--- src/rtl/ptw_pkg.sv ---
package ptw_pkg;

    localparam int ADDR_W = 64;
    localparam int ENT_W  = 64;

    typedef enum logic [2:0] {
        FLT_NONE    = 3'd0,
        FLT_INVALID = 3'd1,
        FLT_SIZE    = 3'd2,
        FLT_RANGE   = 3'd3,
        FLT_DEPTH   = 3'd4
    } fault_e;

    typedef enum logic [1:0] {
        ATTR_NORMAL   = 2'b00,
        ATTR_ORDERED  = 2'b01,
        ATTR_NONIDEM  = 2'b10,
        ATTR_TOLERANT = 2'b11
    } attr_e;

    typedef enum logic [1:0] {
        ST_IDLE,
        ST_ISSUE,
        ST_WAIT
    } state_e;

    typedef struct packed {
        logic              valid;
        logic              leaf;
        logic [ADDR_W-1:0] next_base;
        logic [4:0]        next_size;
        logic [ADDR_W-1:0] page_addr;
        logic              ref_bit;
        logic              chg_bit;
        attr_e             attr;
        logic [3:0]        auth;
    } entry_t;

    // Entry bits are numbered from the most significant end.
    function automatic int lsb_pos(input int msb0_pos);
        return ENT_W - 1 - msb0_pos;
    endfunction

    function automatic logic [ADDR_W-1:0] low_mask(input logic [6:0] nbits);
        return (64'd1 << nbits) - 64'd1;
    endfunction

endpackage

--- src/rtl/ptw_entry_decode.sv ---
module ptw_entry_decode
    import ptw_pkg::*;
(
    input  logic [ENT_W-1:0] raw_i,
    output entry_t           ent_o
);
    localparam int V_POS   = lsb_pos(0);
    localparam int L_POS   = lsb_pos(1);
    localparam int NB_HI   = lsb_pos(4);
    localparam int NB_LO   = lsb_pos(55);
    localparam int NS_HI   = lsb_pos(59);
    localparam int NS_LO   = lsb_pos(63);
    localparam int PN_HI   = lsb_pos(7);
    localparam int PN_LO   = lsb_pos(51);
    localparam int R_POS   = lsb_pos(55);
    localparam int C_POS   = lsb_pos(56);
    localparam int AT_HI   = lsb_pos(58);
    localparam int AT_LO   = lsb_pos(59);
    localparam int AU_HI   = lsb_pos(60);
    localparam int AU_LO   = lsb_pos(63);
    localparam int NB_W    = NB_HI - NB_LO + 1;
    localparam int PN_W    = PN_HI - PN_LO + 1;

    always_comb begin
        ent_o.valid     = raw_i[V_POS];
        ent_o.leaf      = raw_i[L_POS];
        ent_o.next_base = ADDR_W'({raw_i[NB_HI:NB_LO], 8'd0});
        ent_o.next_size = raw_i[NS_HI:NS_LO];
        ent_o.page_addr = ADDR_W'({raw_i[PN_HI:PN_LO], 12'd0});
        ent_o.ref_bit   = raw_i[R_POS];
        ent_o.chg_bit   = raw_i[C_POS];
        ent_o.attr      = attr_e'(raw_i[AT_HI:AT_LO]);
        ent_o.auth      = raw_i[AU_HI:AU_LO];
    end

    initial begin
        assert (NB_W == 52 && PN_W == 45)
            else $error("entry field widths mismatch");
    end
endmodule

--- src/rtl/ptw_index_gen.sv ---
module ptw_index_gen
    import ptw_pkg::*;
#(
    parameter int XLAT_BITS = 52,
    parameter int MIN_SIZE  = 5,
    parameter int REM_W     = 7
) (
    input  logic [ADDR_W-1:0] ea_i,
    input  logic [ADDR_W-1:0] base_i,
    input  logic [4:0]        size_i,
    input  logic [REM_W-1:0]  rem_i,
    output logic [ADDR_W-1:0] addr_o,
    output logic [REM_W-1:0]  rem_next_o,
    output fault_e            fault_o
);
    localparam logic [ADDR_W-1:0] HI_MASK = ~((64'd1 << XLAT_BITS) - 64'd1);

    logic              high_bad;
    logic              too_small;
    logic              too_wide;
    logic [ADDR_W-1:0] idx;

    always_comb begin
        high_bad   = |(ea_i & HI_MASK);
        too_small  = int'(size_i) < MIN_SIZE;
        too_wide   = int'(size_i) > int'(rem_i);
        rem_next_o = rem_i - REM_W'(size_i);
        idx        = (ea_i >> rem_next_o) & ((64'd1 << size_i) - 64'd1);
        addr_o     = base_i + (idx << 3);
        if (too_small)
            fault_o = FLT_SIZE;
        else if (high_bad || too_wide)
            fault_o = FLT_RANGE;
        else
            fault_o = FLT_NONE;
    end
endmodule

--- src/rtl/ptw_walker.sv ---
module ptw_walker
    import ptw_pkg::*;
#(
    parameter int XLAT_BITS  = 52,
    parameter int MIN_SIZE   = 5,
    parameter int MAX_LEVELS = 4
) (
    input  logic        clk,
    input  logic        rst,
    input  logic        start_i,
    input  logic [63:0] ea_i,
    input  logic [63:0] root_base_i,
    input  logic [4:0]  root_bits_i,
    output logic        busy_o,
    output logic        mem_req_o,
    output logic [63:0] mem_addr_o,
    input  logic        mem_rsp_i,
    input  logic [63:0] mem_data_i,
    output logic        done_o,
    output logic [2:0]  fault_o,
    output logic [63:0] real_addr_o,
    output logic        ref_o,
    output logic        chg_o,
    output logic [1:0]  attr_o,
    output logic [3:0]  auth_o
);
    localparam int REM_W = 7;
    localparam int LVL_W = $clog2(MAX_LEVELS + 1);

    state_e             state_q;
    logic [ADDR_W-1:0]  ea_q;
    logic [ADDR_W-1:0]  base_q;
    logic [4:0]         size_q;
    logic [REM_W-1:0]   rem_q;
    logic [LVL_W-1:0]   lvl_q;
    logic               req_q;
    logic [ADDR_W-1:0]  addr_q;
    logic               done_q;
    fault_e             fault_q;
    logic [ADDR_W-1:0]  real_q;
    logic               ref_q;
    logic               chg_q;
    attr_e              attr_q;
    logic [3:0]         auth_q;

    logic [ADDR_W-1:0]  lvl_addr;
    logic [REM_W-1:0]   rem_next;
    fault_e             lvl_fault;
    entry_t             ent;

    ptw_index_gen #(
        .XLAT_BITS (XLAT_BITS),
        .MIN_SIZE  (MIN_SIZE),
        .REM_W     (REM_W)
    ) u_index (
        .ea_i       (ea_q),
        .base_i     (base_q),
        .size_i     (size_q),
        .rem_i      (rem_q),
        .addr_o     (lvl_addr),
        .rem_next_o (rem_next),
        .fault_o    (lvl_fault)
    );

    ptw_entry_decode u_decode (
        .raw_i (mem_data_i),
        .ent_o (ent)
    );

    always_ff @(posedge clk) begin
        if (rst) begin
            state_q <= ST_IDLE;
            ea_q    <= '0;
            base_q  <= '0;
            size_q  <= '0;
            rem_q   <= '0;
            lvl_q   <= '0;
            req_q   <= 1'b0;
            addr_q  <= '0;
            done_q  <= 1'b0;
            fault_q <= FLT_NONE;
            real_q  <= '0;
            ref_q   <= 1'b0;
            chg_q   <= 1'b0;
            attr_q  <= ATTR_NORMAL;
            auth_q  <= '0;
        end else begin
            done_q <= 1'b0;
            req_q  <= 1'b0;
            case (state_q)
                ST_IDLE: begin
                    if (start_i) begin
                        ea_q    <= ea_i;
                        base_q  <= root_base_i;
                        size_q  <= root_bits_i;
                        rem_q   <= REM_W'(XLAT_BITS);
                        lvl_q   <= '0;
                        state_q <= ST_ISSUE;
                    end
                end
                ST_ISSUE: begin
                    if (lvl_fault != FLT_NONE) begin
                        done_q  <= 1'b1;
                        fault_q <= lvl_fault;
                        real_q  <= '0;
                        ref_q   <= 1'b0;
                        chg_q   <= 1'b0;
                        attr_q  <= ATTR_NORMAL;
                        auth_q  <= '0;
                        state_q <= ST_IDLE;
                    end else begin
                        req_q   <= 1'b1;
                        addr_q  <= lvl_addr;
                        rem_q   <= rem_next;
                        lvl_q   <= lvl_q + 1'b1;
                        state_q <= ST_WAIT;
                    end
                end
                ST_WAIT: begin
                    if (mem_rsp_i) begin
                        if (ent.valid && ent.leaf) begin
                            done_q  <= 1'b1;
                            fault_q <= FLT_NONE;
                            real_q  <= ent.page_addr | (ea_q & low_mask(rem_q));
                            ref_q   <= ent.ref_bit;
                            chg_q   <= ent.chg_bit;
                            attr_q  <= ent.attr;
                            auth_q  <= ent.auth;
                            state_q <= ST_IDLE;
                        end else if (!ent.valid || lvl_q == LVL_W'(MAX_LEVELS)) begin
                            done_q  <= 1'b1;
                            fault_q <= ent.valid ? FLT_DEPTH : FLT_INVALID;
                            real_q  <= '0;
                            ref_q   <= 1'b0;
                            chg_q   <= 1'b0;
                            attr_q  <= ATTR_NORMAL;
                            auth_q  <= '0;
                            state_q <= ST_IDLE;
                        end else begin
                            base_q  <= ent.next_base;
                            size_q  <= ent.next_size;
                            state_q <= ST_ISSUE;
                        end
                    end
                end
                default: state_q <= ST_IDLE;
            endcase
        end
    end

    assign busy_o      = state_q != ST_IDLE;
    assign mem_req_o   = req_q;
    assign mem_addr_o  = addr_q;
    assign done_o      = done_q;
    assign fault_o     = fault_q;
    assign real_addr_o = real_q;
    assign ref_o       = ref_q;
    assign chg_o       = chg_q;
    assign attr_o      = attr_q;
    assign auth_o      = auth_q;

    // completion is a single-cycle strobe
    assert_done_strobe_R10: assert property (@(posedge clk) disable iff (rst)
        done_o |=> !done_o);

    // request pulses never run back to back
    assert_req_pulse_R11: assert property (@(posedge clk) disable iff (rst)
        mem_req_o |=> !mem_req_o);

    // a request is only visible while awaiting its response
    assert_req_waits_R11: assert property (@(posedge clk) disable iff (rst)
        mem_req_o |-> state_q == ST_WAIT);

    // no request is issued for an undersized level
    assert_req_size_R7: assert property (@(posedge clk) disable iff (rst)
        $rose(mem_req_o) |-> int'($past(size_q)) >= MIN_SIZE);

    // the level counter never passes the depth limit
    assert_depth_bound_R9: assert property (@(posedge clk) disable iff (rst)
        int'(lvl_q) <= MAX_LEVELS);

    // a new walk starts only from idle
    assert_start_idle_R1: assert property (@(posedge clk) disable iff (rst)
        (state_q != ST_IDLE) |=> $stable(ea_q));
endmodule

--- config.mk ---
export PLATFORM = sky130hd
export DESIGN_NAME = ptw_walker
export DESIGN_NICKNAME = d
export VERILOG_FILES = /design/src/rtl/ptw_pkg.sv /design/src/rtl/ptw_entry_decode.sv /design/src/rtl/ptw_index_gen.sv /design/src/rtl/ptw_walker.sv
export SDC_FILE = /design/constraint.sdc
export NUM_CORES = 1
export LEC_CHECK = 0
export BUFFER_PORTS_ARGS = -buffer_cell sky130_fd_sc_hd__buf_2
export CORE_AREA = 2 2 206 208
export CTS_CLUSTER_DIAMETER = 200
export CTS_CLUSTER_SIZE = 12
export DETAILED_ROUTE_END_ITERATION = 10
export DIE_AREA = 0 0 208 210
export HOLD_SLACK_MARGIN = 0.12
export PLACE_DENSITY = 0.78
export SLEW_MARGIN = 20
export SYNTH_ARGS = -nofsm -noshare
export SYNTH_HDL_FRONTEND = slang
export SYNTH_HIERARCHICAL = 1
export SYNTH_SLANG_ARGS = --single-unit
--- constraint.sdc ---
create_clock -name clk -period 5.6 [get_ports clk]
set_input_delay 0.28 -clock clk [delete_from_list [all_inputs] [get_ports clk]]
set_output_delay 0.28 -clock clk [all_outputs]
set_load 0.03 [all_outputs]
==> results by group, run 1 <==
Worst setup path
  • CP endpoint kind: register
  • Worst r2r src: rem_q[0]
  • Bufs and invs on worst path: 7
  • CP most frequent cell: buf_12
  • Max incr delay on CP: 0.66 ns
  • Worst setup path start: rem_q[0]
  • Setup slack, reg-to-reg: -0.11 ns
  • Slowest CP cell: fa_2
  • Worst EP arrival: 6.20 ns
  • WP data required: 6.09 ns
  • Cell family with most CP delay: compound AO/OA/AOI/OAI gates
  • Crit path max fanout: 7
  • Startpoint Class: register
  • Worst Setup Path Type: reg -> reg

Placement
  • Port Buf Inserts: 339
  • Routability cong.: 1.003
  • Placed insts: 3731
  • Place WS: -0.4172 ns
  • Placed Area: 24780 sq um
  • Post-DP HPWL: 67.85 mm

Run status
  • Status: finished with violations
  • Failing checks: negative setup slack

Logic synthesis
  • Synth warnings: 6
  • Synth Instances: 2855
  • Syn_area_per_cell: 7.580 sq um
  • Synth async-reset ratio: 0
  • Distinct cells, synth: 94
  • Most used DFF post-synth: dfxtp_1
  • #FFs+latches synth: 286
  • Post-synth EDFFs: 0
  • Share of the yosys chip area belonging to registers: 0.2646
  • Synth Cell Area: 21640 sq um

GRT
  • Global route overflow: 0
  • Vias in the first global route: 23150
  • Largest net degree at the start of global routing: 125
  • Total track usage: 0.4074
  • First-pass GRT wire length: 138.4 mm
  • Initial antenna violation count: 5

Pwr
  • Total power: 8.925 mW
  • Worst VDD drop: 0.2378 mV
  • LEAKAGE: 11.96 nW
  • Pwr dens: 316.0 nW/um^2

Floorplan
  • Die area: 43680 sq um
  • Die outline width: 208 um
  • IO Count: 343
  • Starting density of the core: 0.5217
  • CORE AREA: 41480 sq um
  • # rows: 75
  • Die Height: 210 um

Clock network
  • Clock sink total: 286
  • TritonCTS clock tree: built
  • Clock buffer depth: 3
  • CTS root buf: clkbuf_16
  • Worst-path clk slew: 0.07 ns
  • H-tree depth: 1
  • Number of buffers created by CTS: 27
  • Clock Latency Late Sink: 0.60 ns

Drt
  • Routed length per instance: 23.69 um
  • DRT Wirelength: 93.62 mm
  • DR DRC count: 0
  • Pre-Repair DR Iteration Count: 6
  • Vias after detailed routing: 24250
  • DRT antenna net count: 0
  • Via density: 6.136
  • Number of DRC markers in iteration 0: 2975

STA
  • Post-layout worst setup margin: -0.1108 ns
  • FMAX: 175.1 MHz
  • Final Cycle Share: 1.020
  • Final-report max-slew violation count: 0
  • Setup TNS: -0.2105 ns
  • Fin. Hold Viols: 0
  • Hold_ws: 0.1382 ns
  • Rel. slew slack: 0.2213
  • Worst Skew: 0.04083 ns
  • RSZ-0062 raised after global routing: true
  • # setup viols final: 6
  • Fin crit period: 5.711 ns
  • Worst Tran Pin Value: 1.164 ns

Final layout
  • Non-Filler Instances: 3951
  • Share of cells above drive strength 1: 0.2774
  • Area growth syn-to-layout: 30.52%
  • Design Area, Final: 28250 sq um
  • Most frequent cells in the layout: nand2_1 (491), buf_2 (338), buf_4 (325)
  • Commonest non-fill, non-tap cell in the layout: nand2_1
  • Fin util: 0.6810
  • # fillers: 3504
  • Nets: 3686

Min path
  • Worst Hold Launch: mem_data_i[29]
  • Hold Path Class: in -> reg

Flow run
  • MaxCap Viol Count: 0
-- worst paths after layout --
| kind | to | depth (start not counted) |
|---|---|---|
| worst min register to register | mem_addr_o[49] | 2 |
| worst max register to register | mem_addr_o[63] | 26 |
| worst max-delay path | mem_addr_o[63] | 26 |
| worst min-delay path | real_addr_o[29] | 3 |
-- worst register-to-register path: cells and delay by family (launching register included) --
kind | cells | cell delay (ns)
buf+inv | 7 | 0.81
mux | 3 | 0.76
simple gates | 2 | 0.20
fa+ha+maj | 3 | 1.00
compound gates | 10 | 2.32
xor+xnor | 1 | 0.18
flops | 1 | 0.33
-- kinds of logic (layout without fill, tap and decap cells) --
logic type	after synthesis	count (layout)	share of synthesized area
compound gates	825	825	0.2433
xor+xnor	78	78	0.03244
fa+ha+maj	75	75	0.04406
buf+inv	421	931	0.1028
flops	286	286	0.2646
mux	200	200	0.1191
other cells	2	49	0.0003470
simple gates	968	968	0.1934
-- flip-flops by register name, indices dropped and copies added, names as in the netlist --
name	count
rem_q	7
mem_addr_o	64
auth_o	4
mem_req_o	1
ea_q	64
size_q	5
chg_o	1
ref_o	1
attr_o	2
done_o	1
state_q	2
fault_o	3
real_addr_o	64
base_q	64
lvl_q	3
-- final cells by class --
| type | instances | area, sq um | area share |
|---|---|---|---|
| diodes | 2 | 5.005 | 0.0001772 |
| clock buffers | 28 | 689.4 | 0.02441 |
| clock inverters | 1 | 8.758 | 0.0003101 |
| inverters | 49 | 186.4 | 0.006600 |
| multi-input cells | 2193 | 14750 | 0.5223 |
| flip-flops and latches | 286 | 5728 | 0.2028 |
| well taps | 539 | 674.4 | 0.02388 |
| repair buffers | 853 | 6202 | 0.2196 |
-- metal layers --
| metal | vias to the layer above | track usage | wire length [um] |
|---|---|---|---|
| met2 | 1338 | 0.6681 | 42940 |
| li1 | 11110 | - | - |
| met3 | 347 | 0.06883 | 7974 |
| met4 | 6 | 0.2233 | 6045 |
| met5 | - | 0 | 30 |
| met1 | 11450 | 0.5122 | 36630 |
-- cells in the mapped netlist, types with 23 or more instances --
library cell,n,area share
o211ai_1,23,0.0080
a22oi_1,29,0.010
buf_2,44,0.010
inv_1,45,0.0078
o21ai_0,114,0.026
xor2_1,32,0.013
mux4_2,45,0.047
xnor2_1,45,0.018
buf_4,153,0.053
a31oi_1,24,0.0069
a21o_1,39,0.014
dfxtp_1,286,0.26
mux2i_1,145,0.067
nand2_1,493,0.086
nand3_1,48,0.011
clkbuf_1,155,0.027
nor2_1,239,0.041
nor3_1,52,0.012
ha_1,73,0.042
a21oi_1,326,0.075
a211oi_1,97,0.034
-- power by group --
part	internal, mW	switching, mW
clock network	0.859	0.802
registers	2.14	0.140
logic	2.13	2.86
-- timing repair --
item / CTS / global route
hold endpoints to repair: 159 / 1
pin swaps: 29 / 67
hold buffers: 167 / 1
cloned: 1 / 0
setup endpoints to repair: 38 / 39
setup buffers: 10 / 12
gates resized for setup: 78 / 115
Power figures use the tool's default switching activity.
==> run 2: changes to the inputs <==
--- a/config.mk
+++ b/config.mk
@@ -6,15 +6,14 @@
 export NUM_CORES = 1
 export LEC_CHECK = 0
 export BUFFER_PORTS_ARGS = -buffer_cell sky130_fd_sc_hd__buf_2
-export CORE_AREA = 2 2 206 208
+export CORE_AREA = 2 2 200 202
 export CTS_CLUSTER_DIAMETER = 200
 export CTS_CLUSTER_SIZE = 12
 export DETAILED_ROUTE_END_ITERATION = 10
-export DIE_AREA = 0 0 208 210
+export DIE_AREA = 0 0 202 204
 export HOLD_SLACK_MARGIN = 0.12
 export PLACE_DENSITY = 0.78
 export SLEW_MARGIN = 20
 export SYNTH_ARGS = -nofsm -noshare
 export SYNTH_HDL_FRONTEND = slang
-export SYNTH_HIERARCHICAL = 1
 export SYNTH_SLANG_ARGS = --single-unit
==> results by group, run 2 <==
Clock network
  • Worst-path clk slew: 0.07 ns (about the same)
  • Clock Latency Late Sink: 0.59 ns (about the same)
  • Clock buffer depth: 3 (unchanged)
  • Clock sink total: 286 (unchanged)
  • TritonCTS clock tree: built
  • H-tree depth: 1 (unchanged)
  • CTS root buf: clkbuf_16
  • Number of buffers created by CTS: 27 (unchanged)

Logic synthesis
  • Most used DFF post-synth: dfxtp_1
  • Synth warnings: 0 (-6)
  • Distinct cells, synth: 88 (-6.4%)
  • #FFs+latches synth: 286 (unchanged)
  • Library cell with the largest summed area after synthesis: dfxtp_1
  • Cell with the most instances after synthesis: nand2_1
  • Post-synth EDFFs: 0 (unchanged)
  • Top cells by area, synth: dfxtp_1 (28%), a21oi_1 (8.4%), nand2_1 (8.3%)
  • Share of the yosys chip area belonging to registers: 0.2843 (+0.01972)
  • Synth Cell Area: 20140 sq um (-6.9%)
  • Synth async-reset ratio: 0 (unchanged)
  • Top cells by count, synth: nand2_1 (448), a21oi_1 (337), dfxtp_1 (286)
  • Syn_area_per_cell: 7.412 sq um (-2.2%)
  • Post-synth top area share: 0.2843 (+0.01972)
  • Synth Instances: 2717 (-4.8%)

Floorplan
  • IO Count: 343 (unchanged)
  • Die Height: 204 um (-2.9%)
  • # rows: 73 (-2.7%)
  • Die area: 41210 sq um (-5.7%)
  • CORE AREA: 39180 sq um (-5.5%)
  • Starting density of the core: 0.5140 (-0.007780)
  • Die outline width: 202 um (-2.9%)

Run status
  • Status: finished with violations
  • Failing checks: negative setup slack

STA
  • Final Cycle Share: 1.063 (+0.04349)
  • FMAX: 167.9 MHz (-4.1%)
  • Fin. Hold Viols: 0 (unchanged)
  • RSZ-0062 raised after global routing: true
  • # setup viols final: 42 (+36)
  • Rel. slew slack: 0.1581 (-0.06325)
  • Post-layout worst setup margin: -0.3544 ns (-0.2436 ns)
  • Fin crit period: 5.954 ns (+0.2436 ns)
  • Worst Tran Pin Value: 1.263 ns (+0.09917 ns)
  • Final-report max-slew violation count: 0 (unchanged)
  • Worst Skew: 0.01569 ns (-0.02513 ns)

Pwr
  • Net Sw Frac: 0.4454 (+0.02002)
  • Total power: 10.24 mW (+15%)
  • Cell internal pwr: 5.679 mW (+11%)
  • Pwr dens: 349.6 nW/um^2 (+11%)
  • Clock power frac: 0.165 (-0.021)
  • Register share of total power: 0.225 (-0.031)
  • Worst VDD drop: 0.2581 mV (+8.6%)
  • Net load switching power: 4.561 mW (+20%)
  • Gate power share: 0.610 (+0.052)
  • LEAKAGE: 12.31 nW (+3.0%)

Drt
  • Pre-Repair DR Iteration Count: 7 (+1)
  • Number of DRC markers in iteration 0: 3179 (+6.9%)
  • Via density: 6.469 (+5.4%)
  • Vias after detailed routing: 25880 (+6.8%)
  • DRT Wirelength: 103.9 mm (+11%)
  • DR DRC count: 0 (unchanged)
  • DRT antenna net count: 0 (unchanged)
  • Routed length per instance: 25.96 um (+9.6%)

Worst setup path
  • Worst EP arrival: 6.41 ns (+0.21 ns)
  • WP data required: 6.05 ns (-0.04 ns)
  • Crit path max fanout: 6 (-1)
  • Setup slack, reg-to-reg: -0.35 ns (-0.24 ns)
  • R2r worst-path depth: 28 (+7.7%)
  • Worst Setup Path Type: reg -> reg
  • CP most frequent cell: buf_4
  • Worst r2r src: rem_q[0]
  • Startpoint Class: register
  • Slowest CP cell: fa_4
  • CP endpoint kind: register
  • Max incr delay on CP: 0.78 ns (+0.12 ns)
  • R2r endpoint: mem_addr_o[59]

Min path
  • Hold Path Depth: 3 (unchanged)
  • Sink of the worst hold path: base_q[14]
  • Hold Path Class: in -> reg
  • Worst Hold Launch: root_base_i[14]

Final layout
  • Area growth syn-to-layout: 45.45%
  • Share of cells above drive strength 1: 0.3045 (+0.02708)
  • Multi-input gate area: 15200 sq um (+3.0%)
  • Register area: 5728 sq um (unchanged)
  • Commonest non-fill, non-tap cell in the layout: nand2_1
  • Nets: 3744 (+1.6%)
  • # fillers: 2780 (-21%)
  • Most frequent cells in the layout: nand2_1 (439), buf_4 (353), buf_2 (338)

Placement
  • Port Buf Inserts: 339 (unchanged)
  • Post-DP HPWL: 71.99 mm (+6.1%)
  • Place WS: -0.9654 ns (-0.5482 ns)
  • Routability cong.: 1.095 (+9.1%)

GRT
  • Global route overflow: 0 (unchanged)
  • Largest net degree at the start of global routing: 95 (-24%)
  • Total track usage: 0.4718 (+0.06440)
  • First-pass GRT wire length: 148.6 mm (+7.3%)
  • Initial antenna violation count: 13 (+8)
  • Vias in the first global route: 24880 (+7.5%)

Flow run
  • MaxCap Viol Count: 0 (unchanged)
## run 2: power groups by stage
stage	clock (mW)	sequential (mW)	combinational, mW
floorplan	0	2.28	2.68
global placement	0	2.32	4.96
detailed placement	0	2.32	4.99
CTS	1.67	2.29	5.70
global route	1.75	2.31	6.51
finish	1.69	2.31	6.24
## run 2: through the flow
stage / hold slack (ns) / TNS [ns] / cell area (sq um) / cells / utilization
floorplan: 0.4160 / 0 / 20210 / 2735 / -
global placement: 0.4316 / -22.31 / 24580 / 3731 / 0.6274
detailed placement: 0.4399 / -30.20 / 24580 / 3731 / 0.6274
CTS: 0.1209 / -0.1359 / 28370 / 3966 / 0.7241
global route: 0.1335 / -12.57 / 29280 / 3995 / 0.7472
finish: 0.1472 / -7.464 / 29290 / 4001 / 0.7476
## run 2: critical path, delay by kind of cell (launching register included)
| family | cells | cell delay, ns |
|---|---|---|
| multiplexers | 2 | 0.50 |
| AO/OA/AOI/OAI | 11 | 2.20 |
| AND/OR/NAND/NOR | 2 | 0.12 |
| XOR/XNOR | 1 | 0.17 |
| adder cells (fa/ha/maj) | 3 | 1.21 |
| flip-flops | 1 | 0.33 |
| buffers and inverters | 9 | 1.26 |
## run 2: how the worst max path moves through the flow
stage	cells after the start	to	startpoint	slack, ns
finish	28	mem_addr_o[59]	rem_q[0]	-0.35
global route	29	mem_addr_o[59]	rem_q[0]	-0.48
CTS	27	mem_addr_o[59]	rem_q[0]	-0.04
detailed placement	26	mem_addr_o[58]	rem_q[0]	-0.97
global placement	27	mem_addr_o[63]	rem_q[0]	-0.77
floorplan	28	mem_addr_o[59]	rem_q[0]	0.07
## run 2: repair_timing
| action | CTS | global route |
|---|---|---|
| buffers inserted | 24 | 30 |
| hold endpoints to repair | 142 | 0 |
| resized for setup | 229 | 143 |
| pin swaps | 72 | 87 |
| hold buffers | 189 | 0 |
| gates cloned | 1 | 0 |
| setup endpoints to repair | 50 | 52 |
## run 2: area by class of cell
class                      count  share of cell area
multi-input combinational   2193              0.5189
timing repair buffer         918              0.2332
sequential                   286              0.1955
clock buffer                  28             0.02353
tap                          525             0.02242
inverter                      42            0.005382
antenna                        8           0.0006834
clock inverter                 1           0.0002990
## run 2: layer usage
metal / global-route usage / vias up / wire, um
li1: - / 11280 / -
met1: 0.5297 / 12090 / 36130
met2: 0.7504 / 1908 / 45750
met3: 0.1446 / 598 / 11930
met4: 0.3661 / 8 / 10020
met5: 0 / - / 49
## run 2: logic make-up after synthesis
| group | share of synthesized area |
|---|---|
| AO/OA/AOI/OAI | 0.2550 |
| XOR/XNOR | 0.03075 |
| adder cells (fa/ha/maj) | 0.04734 |
| buffers and inverters | 0.05045 |
| flip-flops | 0.2843 |
| multiplexers | 0.1129 |
| other | 0.0001862 |
| AND/OR/NAND/NOR | 0.2191 |
